<file path="src/rtl/pam4_pkg.sv">
package pam4_pkg;
    localparam int LEVELS = 4;
    localparam int LEGS   = 2;
    localparam int SEG_W  = 3;
    localparam int PRBS_W = 7;

    typedef enum logic [1:0] {
        MOD_OFF   = 2'd0,
        MOD_BIN   = 2'd1,
        MOD_SWEEP = 2'd2,
        MOD_RSVD  = 2'd3
    } mod_e;

    typedef enum logic [1:0] {
        REL_COMMON = 2'd0,
        REL_NORMAL = 2'd1,
        REL_INDEP  = 2'd2,
        REL_RSVD   = 2'd3
    } rel_e;
endpackage

</file>
<file path="src/rtl/pam4_prbs.sv">
module pam4_prbs
    import pam4_pkg::*;
#(
    parameter int STEPS = 16
) (
    input  logic              clk,
    input  logic              rst_n,
    input  logic              load,
    input  logic [PRBS_W-1:0] seed,
    output logic [STEPS-1:0]  word,
    output logic [PRBS_W-1:0] state
);
    typedef struct packed {
        logic [PRBS_W-1:0] s;
    } prbs_s;

    prbs_s st_d, st_q;

    always_comb begin
        logic [PRBS_W-1:0] w;
        logic              fb;
        w    = st_q.s;
        word = '0;
        for (int j = 0; j < STEPS; j++) begin
            fb      = w[6] ^ w[5];
            word[j] = fb;
            w       = {w[5:0], fb};
        end
        st_d = st_q;
        if (load) begin
            st_d.s = (seed == '0) ? PRBS_W'(1) : seed;
        end else begin
            st_d.s = w;
        end
    end

    always_ff @(posedge clk or negedge rst_n) begin
        if (!rst_n) st_q <= '{s: '1};
        else        st_q <= st_d;
    end

    assign state = st_q.s;
endmodule

</file>
<file path="src/rtl/pam4_therm_lane.sv">
module pam4_therm_lane
    import pam4_pkg::*;
#(
    parameter int SYMS = 8
) (
    input  logic [2*SYMS-1:0]     word,
    input  logic                  en,
    output logic [SEG_W*SYMS-1:0] seg
);
    for (genvar i = 0; i < SYMS; i++) begin : g_slot
        logic [1:0]       sym;
        logic [SEG_W-1:0] code;
        assign sym = word[2*i +: 2];
        always_comb begin
            case (sym)
                2'b00:   code = 3'b000;
                2'b01:   code = 3'b001;
                2'b10:   code = 3'b011;
                default: code = 3'b111;
            endcase
        end
        assign seg[SEG_W*i +: SEG_W] = en ? code : '0;
    end
endmodule

</file>
<file path="src/rtl/pam4_lvl_mod.sv">
module pam4_lvl_mod
    import pam4_pkg::*;
#(
    parameter int CW = 6
) (
    input  logic          clk,
    input  logic          rst_n,
    input  logic          restart,
    input  logic          start_hi,
    input  logic          step_en,
    input  logic [1:0]    mode,
    input  logic [CW-1:0] lo,
    input  logic [CW-1:0] hi,
    output logic [CW-1:0] code
);
    typedef struct packed {
        logic [CW-1:0] cnt;
        logic          up;
        logic          tgl;
    } lvl_s;

    lvl_s st_d, st_q;

    always_comb begin
        st_d = st_q;
        if (restart) begin
            st_d.tgl = start_hi;
            st_d.cnt = start_hi ? hi : lo;
            st_d.up  = !start_hi;
        end else if (step_en) begin
            st_d.tgl = !st_q.tgl;
            if (mode == MOD_SWEEP) begin
                if (st_q.up) begin
                    if (st_q.cnt < hi) begin
                        st_d.cnt = st_q.cnt + 1'b1;
                    end else begin
                        st_d.up  = 1'b0;
                        st_d.cnt = (st_q.cnt > lo) ? st_q.cnt - 1'b1 : st_q.cnt;
                    end
                end else begin
                    if (st_q.cnt > lo) begin
                        st_d.cnt = st_q.cnt - 1'b1;
                    end else begin
                        st_d.up  = 1'b1;
                        st_d.cnt = (st_q.cnt < hi) ? st_q.cnt + 1'b1 : st_q.cnt;
                    end
                end
            end
        end
    end

    always_ff @(posedge clk or negedge rst_n) begin
        if (!rst_n) st_q <= '{cnt: '0, up: 1'b1, tgl: 1'b0};
        else        st_q <= st_d;
    end

    always_comb begin
        case (mode)
            MOD_BIN:   code = st_q.tgl ? hi : lo;
            MOD_SWEEP: code = st_q.cnt;
            default:   code = lo;
        endcase
    end
endmodule

</file>
<file path="src/rtl/pam4_code_gen.sv">
module pam4_code_gen
    import pam4_pkg::*;
#(
    parameter int SYMS = 8,
    parameter int CW   = 6
) (
    input  logic                  clk,
    input  logic                  rst_n,
    input  logic                  drv_en,
    input  logic                  src_sel,
    input  logic [2*SYMS-1:0]     sym_in,
    input  logic                  prbs_load,
    input  logic [PRBS_W-1:0]     prbs_seed,
    input  logic [1:0]            mode_sel,
    input  logic [1:0]            rel_sel,
    input  logic                  cfg_we,
    input  logic [3:0]            cfg_addr,
    input  logic [CW-1:0]         cfg_wdata,
    output logic [SEG_W*SYMS-1:0] seg_en,
    output logic                  ofs_en,
    output logic [LEVELS*CW-1:0]  dac_p,
    output logic [LEVELS*CW-1:0]  dac_n
);
    localparam int WORD_W = 2 * SYMS;
    localparam int SEG_BITS = SEG_W * SYMS;

    typedef struct packed {
        logic [1:0]                              mode;
        logic [1:0]                              rel;
        logic [LEGS-1:0][LEVELS-1:0][1:0][CW-1:0] lim;
        logic [SEG_BITS-1:0]                     seg;
        logic                                    ofs;
    } top_s;

    top_s st_d, st_q;

    logic [WORD_W-1:0]   prbs_word;
    logic [PRBS_W-1:0]   prbs_cur;
    logic [WORD_W-1:0]   word_sel;
    logic [SEG_BITS-1:0] seg_c;
    logic                restart;
    logic [1:0]          mode_cur;

    pam4_prbs #(.STEPS(WORD_W)) u_prbs (
        .clk   (clk),
        .rst_n (rst_n),
        .load  (prbs_load),
        .seed  (prbs_seed),
        .word  (prbs_word),
        .state (prbs_cur)
    );

    assign word_sel = src_sel ? prbs_word : sym_in;

    pam4_therm_lane #(.SYMS(SYMS)) u_lane (
        .word (word_sel),
        .en   (drv_en),
        .seg  (seg_c)
    );

    assign restart  = (mode_sel != st_q.mode) || (rel_sel != st_q.rel);
    assign mode_cur = st_q.mode;

    always_comb begin
        st_d      = st_q;
        st_d.mode = mode_sel;
        st_d.rel  = rel_sel;
        st_d.seg  = seg_c;
        st_d.ofs  = drv_en;
        if (cfg_we) begin
            st_d.lim[cfg_addr[3]][cfg_addr[2:1]][cfg_addr[0]] = cfg_wdata;
        end
    end

    always_ff @(posedge clk or negedge rst_n) begin
        if (!rst_n) st_q <= '0;
        else        st_q <= st_d;
    end

    assign seg_en = st_q.seg;
    assign ofs_en = st_q.ofs;

    for (genvar g = 0; g < LEGS; g++) begin : g_leg
        logic step_en;
        logic start_hi;
        logic [LEVELS*CW-1:0] codes;
        if (g == 0) begin : g_pos
            assign step_en  = 1'b1;
            assign start_hi = 1'b0;
        end else begin : g_neg
            assign step_en  = (st_q.rel == REL_INDEP) ? prbs_cur[0] : 1'b1;
            assign start_hi = (rel_sel == REL_NORMAL);
        end
        for (genvar k = 0; k < LEVELS; k++) begin : g_lvl
            pam4_lvl_mod #(.CW(CW)) u_mod (
                .clk      (clk),
                .rst_n    (rst_n),
                .restart  (restart),
                .start_hi (start_hi),
                .step_en  (step_en),
                .mode     (st_q.mode),
                .lo       (st_q.lim[g][k][0]),
                .hi       (st_q.lim[g][k][1]),
                .code     (codes[k*CW +: CW])
            );
        end
    end

    assign dac_p = g_leg[0].codes;
    assign dac_n = g_leg[1].codes;
endmodule


</file>
<file path="config.mk">
export PLATFORM = sky130hd
export DESIGN_NAME = pam4_code_gen
export DESIGN_NICKNAME = d
export VERILOG_FILES = /design/src/rtl/pam4_pkg.sv /design/src/rtl/pam4_prbs.sv /design/src/rtl/pam4_therm_lane.sv /design/src/rtl/pam4_lvl_mod.sv /design/src/rtl/pam4_code_gen.sv
export SDC_FILE = /design/constraint.sdc
export NUM_CORES = 1
export LEC_CHECK = 0
export BUFFER_PORTS_ARGS = -buffer_cell sky130_fd_sc_hd__buf_2
export CAP_MARGIN = 25
export CORE_ASPECT_RATIO = 1.5
export CORE_MARGIN = 2
export CORE_UTILIZATION = 29
export CTS_BUF_LIST = sky130_fd_sc_hd__clkbuf_16
export DETAILED_ROUTE_END_ITERATION = 10
export HOLD_SLACK_MARGIN = 0.02
export PLACE_DENSITY = 0.56
export SETUP_SLACK_MARGIN = 0.1
export SYNTH_ARGS = -nofsm -noshare
export SYNTH_HDL_FRONTEND = slang
export SYNTH_SLANG_ARGS = --single-unit
</file>
<file path="constraint.sdc">
create_clock -name clk -period 3.4 [get_ports clk]
set_input_delay 0.85 -clock clk [delete_from_list [all_inputs] [get_ports clk]]
set_output_delay 0.85 -clock clk [all_outputs]
set_load 0.03 [all_outputs]
</file>
==> impl_metrics.ini, run 1 <==
[timing]
hold_viol = 0
rsz0062_at_grt = no
fin_tns_setup_ps = 0
period_needed_ps = 3170
hold_ws_ps = 408
setup_slack_ps = 227
slew_headroom_pct = 39.3
setup_viol = 0
fmax_ghz = 0.315
skew_ps = 16.1
worstMarginPinSlew_ps = 907
slew_violations = 0
finalCritPeriodShare_pct = 93.3

[synthesis]
synth_edf_count = 0
avgSynthCellArea_um2 = 8.71
netlist_area_um2 = 13200
yosysSeqAreaShare_pct = 37.2
synth_top_area_cell = dfrtp_1
synth_cell_types = 80
synth-async-reset-ratio_pct = 100
synthFlopType = dfrtp_1
synth_top_area_share_pct = 34.3
synthesis.nets = 1666
yosys_warnings = 0
synth_cells = 1517
synth_area_leaders = dfrtp_1 (34%), ha_1 (10%), nand2_1 (5.9%), o21ai_0 (5.6%), inv_1 (4.5%)
ys_ff_latch = 196

[detailed_routing]
first_iter_violations = 876
dr.pass1.iters = 9
ant_nets = 0
vias_per_cell = 5.23
drc = 0
vias = 11400
routedWlPerCell_um = 18.5
drt-total-wl_mm = 40.2

[global_routing]
busiest_layer = met2
grt_pass1_vias = 11600
met1_usage_pct = 19.7
grt_usage_pct = 17.3
grt_use_met3_pct = 2.42
grt_antenna_before_repair = 2
use_met2_pct = 31.9
grt_max_degree = 69
grt_overflow_total = 0
grt_pass1_wl_mm = 63.6

[layout]
fin_nets = 1728
fillCellCount = 4740
diodes = 0
drive_gt1_share_pct = 16.3
fin_util_pct = 33.4
synthToLayoutAreaGrowth_pct = 13.4

[placed_design]
io_buffers = 115
dpl.hpwl_mm = 28.9
dp_slack_ps = 308
gp_congestion = 0.855

[setup_path]
worstSetupStartpoint = mode_cur[1]$_DFF_PN0_
reg2reg_depth = 8
crit_required_ps = 2550
r2r-end = g_leg[1].g_lvl[1].u_mod.st_q[5]$_DFFE_PN0P_
rrSetupSlack_ps = 450
worstSetupStartpointType = register
r2r_start = g_leg[1].g_lvl[1].u_mod.st_q[5]$_DFFE_PN0P_
end_kind = output port
worstPathArrival_ps = 2320
cp_max_fo = 31
critical_path_class = reg2out
cp-endpoint = dac_p[6]

[pwr]
switching_share_pct = 43.2
p_int_mw = 5.78
peakVddDrop_mv = 0.384
pwr-share-seq_pct = 36.4
powerDensity_nw_per_um2 = 679
p_leak_nw = 6.90
p_comb_share_pct = 43.9
p_sw_mw = 4.40
p_clk_share_pct = 19.7
power_mw = 10.2

[cts]
htreeDepth = 4
numCtsBuffers = 17
holdBufCountCts = 0
clk_latency_ps = 460
clkTransAtPathRegs_ps = 70
cts.sinks = 196
cts_tree = yes
cts_buffer_depth = 2
root_buffer = clkbuf_16

[floorplanning]
die_h_um = 265
die_w_um = 178
coreArea_um2 = 44900
initial_core_util_pct = 29.4
rows = 95
ios = 116
die_area_um2 = 47300

[min_path]
hp-class = in2async

[status]
outcome = finished, final reports clean

[run]
cap_violations = 0
logic make-up (layout without fill, tap and decap cells):
logic type,after synthesis,after routing,synth area share (%)
adders and majority gates,106,106,10.0
AOI/OAI and AO/OA,412,412,20.4
buffers and inverters,267,342,8.40
muxes,77,77,6.32
and+or+nand+nor,406,406,14.0
DFF,196,196,37.2
xor gates and xnor gates,53,53,3.51
worst min path at each step:
| stage | slack (ps) | endpoint | from |
|---|---|---|---|
| 2_1_floorplan | 470 | g_leg[1].g_lvl[0].u_mod.st_q[1]$_DFFE_PN1P_ | g_leg[1].g_lvl[0].u_mod.st_q[1]$_DFFE_PN1P_ |
| 6_report | 410 | st_q[27]$_DFFE_PN0P_ | rst_n |
| 3_3_place_gp | 480 | g_leg[1].g_lvl[0].u_mod.st_q[1]$_DFFE_PN1P_ | g_leg[1].g_lvl[0].u_mod.st_q[1]$_DFFE_PN1P_ |
| 5_1_grt | 440 | st_q[29]$_DFFE_PN0P_ | rst_n |
| 4_1_cts | 430 | st_q[111]$_DFFE_PN0P_ | rst_n |
| 3_5_place_dp | 490 | g_leg[1].g_lvl[0].u_mod.st_q[1]$_DFFE_PN1P_ | g_leg[1].g_lvl[0].u_mod.st_q[1]$_DFFE_PN1P_ |
cell usage after synthesis, drive strengths merged, types with 14 or more instances:
master	instances
mux2i	28
a21o	17
dfstp	15
nand2b	17
nand3	25
and3	14
xnor2	42
mux2	49
a222oi	34
nor2	62
a21oi	46
inv	161
nand2	208
o211ai	15
buf	37
nor3	21
o21ai	186
clkbuf	68
ha	106
dfrtp	181
state kept, by name, summed over array words and instances, names as in the netlist:
name,flops
ofs_en,1
g_leg.g_lvl.u_mod.st_q,64
mode_cur,2
seg_en,24
st_q,98
u_prbs.state,7
worst max-delay path, stage by stage, from the launching register on:
cell and delay, ps:
dfrtp_1 440, ha_4 290, buf_4 150, bufbuf_16 310
a222oi_1 430, inv_1 70, buf_2 190
timing repair:
item / 4_1_cts / 5_1_grt
cloned: 2 / 0
gates resized for setup: 3 / 5
setup endpoints to repair: 33 / 36
setup buffers: 4 / 3
pin swaps: 2 / 3
area by class of cell:
type | count | area (µm²) | share of cell area (%)
Multi-Input combinational cell | 1054 | 7230 | 48.2
Sequential cell | 196 | 4920 | 32.9
Timing Repair Buffer | 148 | 922 | 6.15
Tap cell | 582 | 728 | 4.86
Inverter | 162 | 622 | 4.15
Clock buffer | 17 | 425 | 2.84
Clock inverter | 15 | 134 | 0.893
stage by stage:
| step | cells | instance area, µm² |
|---|---|---|
| final | 2174 | 15000 |
| after global routing | 2174 | 15000 |
| after CTS | 2171 | 15000 |
| after floorplan | 1517 | 13200 |
| after global placement | 2133 | 14300 |
| after detailed placement | 2133 | 14300 |
power groups by stage:
stage	registers (mW)	clock network (mW)	logic (mW)
after floorplan	3.38	0	3.56
after global placement	3.74	0	4.30
after detailed placement	3.74	0	4.43
after CTS	3.70	2.06	4.49
after global routing	3.79	2.17	5.01
final	3.71	2.01	4.46
layer usage:
metal,vias up,wire length [µm]
li1,5460,-
met1,5583,16300
met2,263,21200
met3,69,1530
met4,0,1220
met5,-,0
placed cells by master (no fill, tap or decap), types with 6 or more instances in the layout:
cell       Yosys  routed
clkbuf_16      0      17
a21o_1        17      17
mux2i_1       27      27
dfrtp_1      181     181
nand4_1       12      12
a211oi_1      13      13
mux2_2        48      48
buf_2          2     113
o22ai_1       10      10
xor2_1        11      11
or3_1          9       9
xnor2_1       42      42
nand2_1      208     208
inv_1        159     162
ha_1         106     104
o21ai_0      148     148
a222oi_1      34      34
o21ai_1       38      38
dfstp_2       15      15
nand3_1       25      25
a221o_1        6       6
nor2b_1       12       8
a32oi_1       13      13
nor3_1        21      21
a31oi_1       13      13
o211ai_1      15      15
nor2_1        62      61
buf_4         24      29
a21oi_1       46      46
nand2b_1      16      16
and3_1        13      13
Power figures use the tool's default switching activity.
==> run 2: changes to the inputs <==
--- a/config.mk
+++ b/config.mk
@@ -13,7 +13,7 @@
 export CTS_BUF_LIST = sky130_fd_sc_hd__clkbuf_16
 export DETAILED_ROUTE_END_ITERATION = 10
 export HOLD_SLACK_MARGIN = 0.02
-export PLACE_DENSITY = 0.56
+export PLACE_DENSITY = 0.57
 export SETUP_SLACK_MARGIN = 0.1
 export SYNTH_ARGS = -nofsm -noshare
 export SYNTH_HDL_FRONTEND = slang
==> constraint.sdc (replaced) <==
create_clock -name clk -period 2.85 [get_ports clk]
set_input_delay 0.7125 -clock clk [delete_from_list [all_inputs] [get_ports clk]]
set_output_delay 0.7125 -clock clk [all_outputs]
set_load 0.03 [all_outputs]
==> run 2 against run 1 <==
Compared with the run above:
- the run now ends with negative setup slack left
- clock power is 22% higher
- combinational power is 30% higher
- worst hold slack worse by 200 ps
- utilization is 1.6 points higher
- worst setup slack worse by 370 ps
- final cell count is 2.3% higher
- critical path type unchanged
- critical endpoint is now dac_p[22]
- highest routed layer unchanged
==> impl_metrics.ini, run 2 (synthesis results as in run 1) <==
[pwr]
p_int_mw = 7.22
powerDensity_nw_per_um2 = 802
p_clk_share_pct = 19.4
p_comb_share_pct = 46.1
p_leak_nw = 7.23
switching_share_pct = 42.7
peakVddDrop_mv = 0.410
p_sw_mw = 5.37
pwr-share-seq_pct = 34.5

[timing]
setup_viol = 35
worstMarginPinSlew_ps = 766
fin_tns_setup_ps = -2560
period_needed_ps = 2990
skew_ps = 16.6
setup_slack_ps = -142
rsz0062_at_grt = yes
slew_headroom_pct = 48.3
slew_violations = 0
fmax_ghz = 0.334
hold_viol = 0
finalCritPeriodShare_pct = 105

[cts]
cts_tree = yes
cts.sinks = 196
root_buffer = clkbuf_16
clkTransAtPathRegs_ps = 80
holdBufCountCts = 0
clk_latency_ps = 470
htreeDepth = 4
numCtsBuffers = 17
cts_buffer_depth = 2

[detailed_routing]
ant_nets = 0
first_iter_violations = 884
vias = 11700
routedWlPerCell_um = 18.7
drt-total-wl_mm = 41.6
drc = 0
dr.pass1.iters = 7
vias_per_cell = 5.26

[layout]
final_cell_mix = nand2_1 (206), dfrtp_1 (181), inv_1 (153), o21ai_0 (135), ha_1 (104)
top_register = st_q
drive_gt1_share_pct = 20.2
synthToLayoutAreaGrowth_pct = 18.8
final_common_cell = nand2_1
fin_util_pct = 35.0
largest_reg_flops = 98
fin_area_um2 = 15700
fin_nets = 1777

[floorplanning]
ios = 116
die_w_um = 178
rows = 95
coreArea_um2 = 44900
die_area_um2 = 47300
initial_core_util_pct = 29.4
die_h_um = 265

[status]
outcome = finished with violations
violations = negative setup slack

[placed_design]
io_buffers = 115
dpl.hpwl_mm = 30.4
place_area_um2 = 14600
gp_congestion = 0.884

[setup_path]
critical_path_class = reg2out
end_kind = output port
worstSetupStartpointType = register
crit_required_ps = 2140
reg2reg_depth = 8
cp_max_fo = 7
worstPathArrival_ps = 2280

[global_routing]
grt_max_degree = 60
grt_pass1_wl_mm = 65.4
grt_overflow_total = 0
grt_pass1_vias = 11900
grt_antenna_before_repair = 1
grt_usage_pct = 17.8

[run]
cap_violations = 0

[min_path]
hp-class = in2async
-- run 2: cell count changes in the layout (fill, tap and decap cells not counted), sizes merged --
cell      previous run  this run
inv                169       168
diode                0         2
buf                145       194
clkinv               2         6
clkinvlp             4         1
-- run 2: critical path, stage by stage, from the launching register on --
cell and delay [ps]:
dfrtp_1 410, ha_4 360, buf_6 210, nor2b_4 70
buf_12 130, nand2_1 60, o21ai_0 100, a221o_1 310
buf_4 170
-- run 2: final cells by class --
cell class              instances  area [µm²]
fillers                      4649       29200
multi-input cells            1054        7300
flip-flops and latches        196        4920
repair buffers                197        1550
well taps                     582         728
inverters                     162         622
clock buffers                  17         425
clock inverters                15         146
diodes                          2        5.00
-- run 2: worst paths after layout --
check | startpoint | end | slack, ps
max in group asynchronous | rst_n | g_leg[0].g_lvl[2].u_mod.st_q[1]$_DFFE_PN1P_ | 1780
min in group clk | rel_sel[1] | st_q[122]$_DFF_PN0_ | 420
worst max-delay path | mode_cur[1]$_DFF_PN0_ | dac_p[22] | -140
worst max register to register | g_leg[1].g_lvl[0].u_mod.st_q[4]$_DFFE_PN0P_ | g_leg[1].g_lvl[0].u_mod.st_q[6]$_DFFE_PN0P_ | 260
worst min-delay path | rst_n | g_leg[0].g_lvl[3].u_mod.st_q[4]$_DFFE_PN0P_ | 210
worst min register to register | g_leg[1].g_lvl[0].u_mod.st_q[1]$_DFFE_PN1P_ | g_leg[1].g_lvl[0].u_mod.st_q[1]$_DFFE_PN1P_ | 520
-- run 2: power by group through the flow --
stage	Combinational (mW)	Clock, mW	Sequential (mW)
3_3_place_gp	5.46	0	4.37
5_1_grt	6.45	2.63	4.44
2_1_floorplan	4.25	0	4.03
4_1_cts	5.83	2.52	4.34
6_report	5.81	2.45	4.34
3_5_place_dp	5.57	0	4.38
-- run 2: repair_timing --
action | 4_1_cts | 5_1_grt
cloned | 2 | 0
pin swaps | 11 | 9
buffers inserted | 11 | 1
gates resized for setup | 106 | 7
setup endpoints to repair | 48 | 48
-- run 2: per-stage QoR --
step	worst slack, ps	instances	hold WS, ps	power, mW
5_1_grt	-297	2223	252	13.5
4_1_cts	-208	2223	240	12.7
3_3_place_gp	88.1	2178	491	9.83
3_5_place_dp	59.5	2178	495	9.95
6_report	-142	2225	208	12.6
2_1_floorplan	174	1517	417	8.28
-- run 2: layer usage --
| layer | global-route usage [%] | vias up | routed length [µm] |
|---|---|---|---|
| li1 | - | 5553 | - |
| met1 | 20.5 | 5745 | 16700 |
| met2 | 32.0 | 323 | 21600 |
| met3 | 2.39 | 93 | 1560 |
| met4 | 8.77 | 0 | 1700 |
| met5 | 0 | - | 0 |
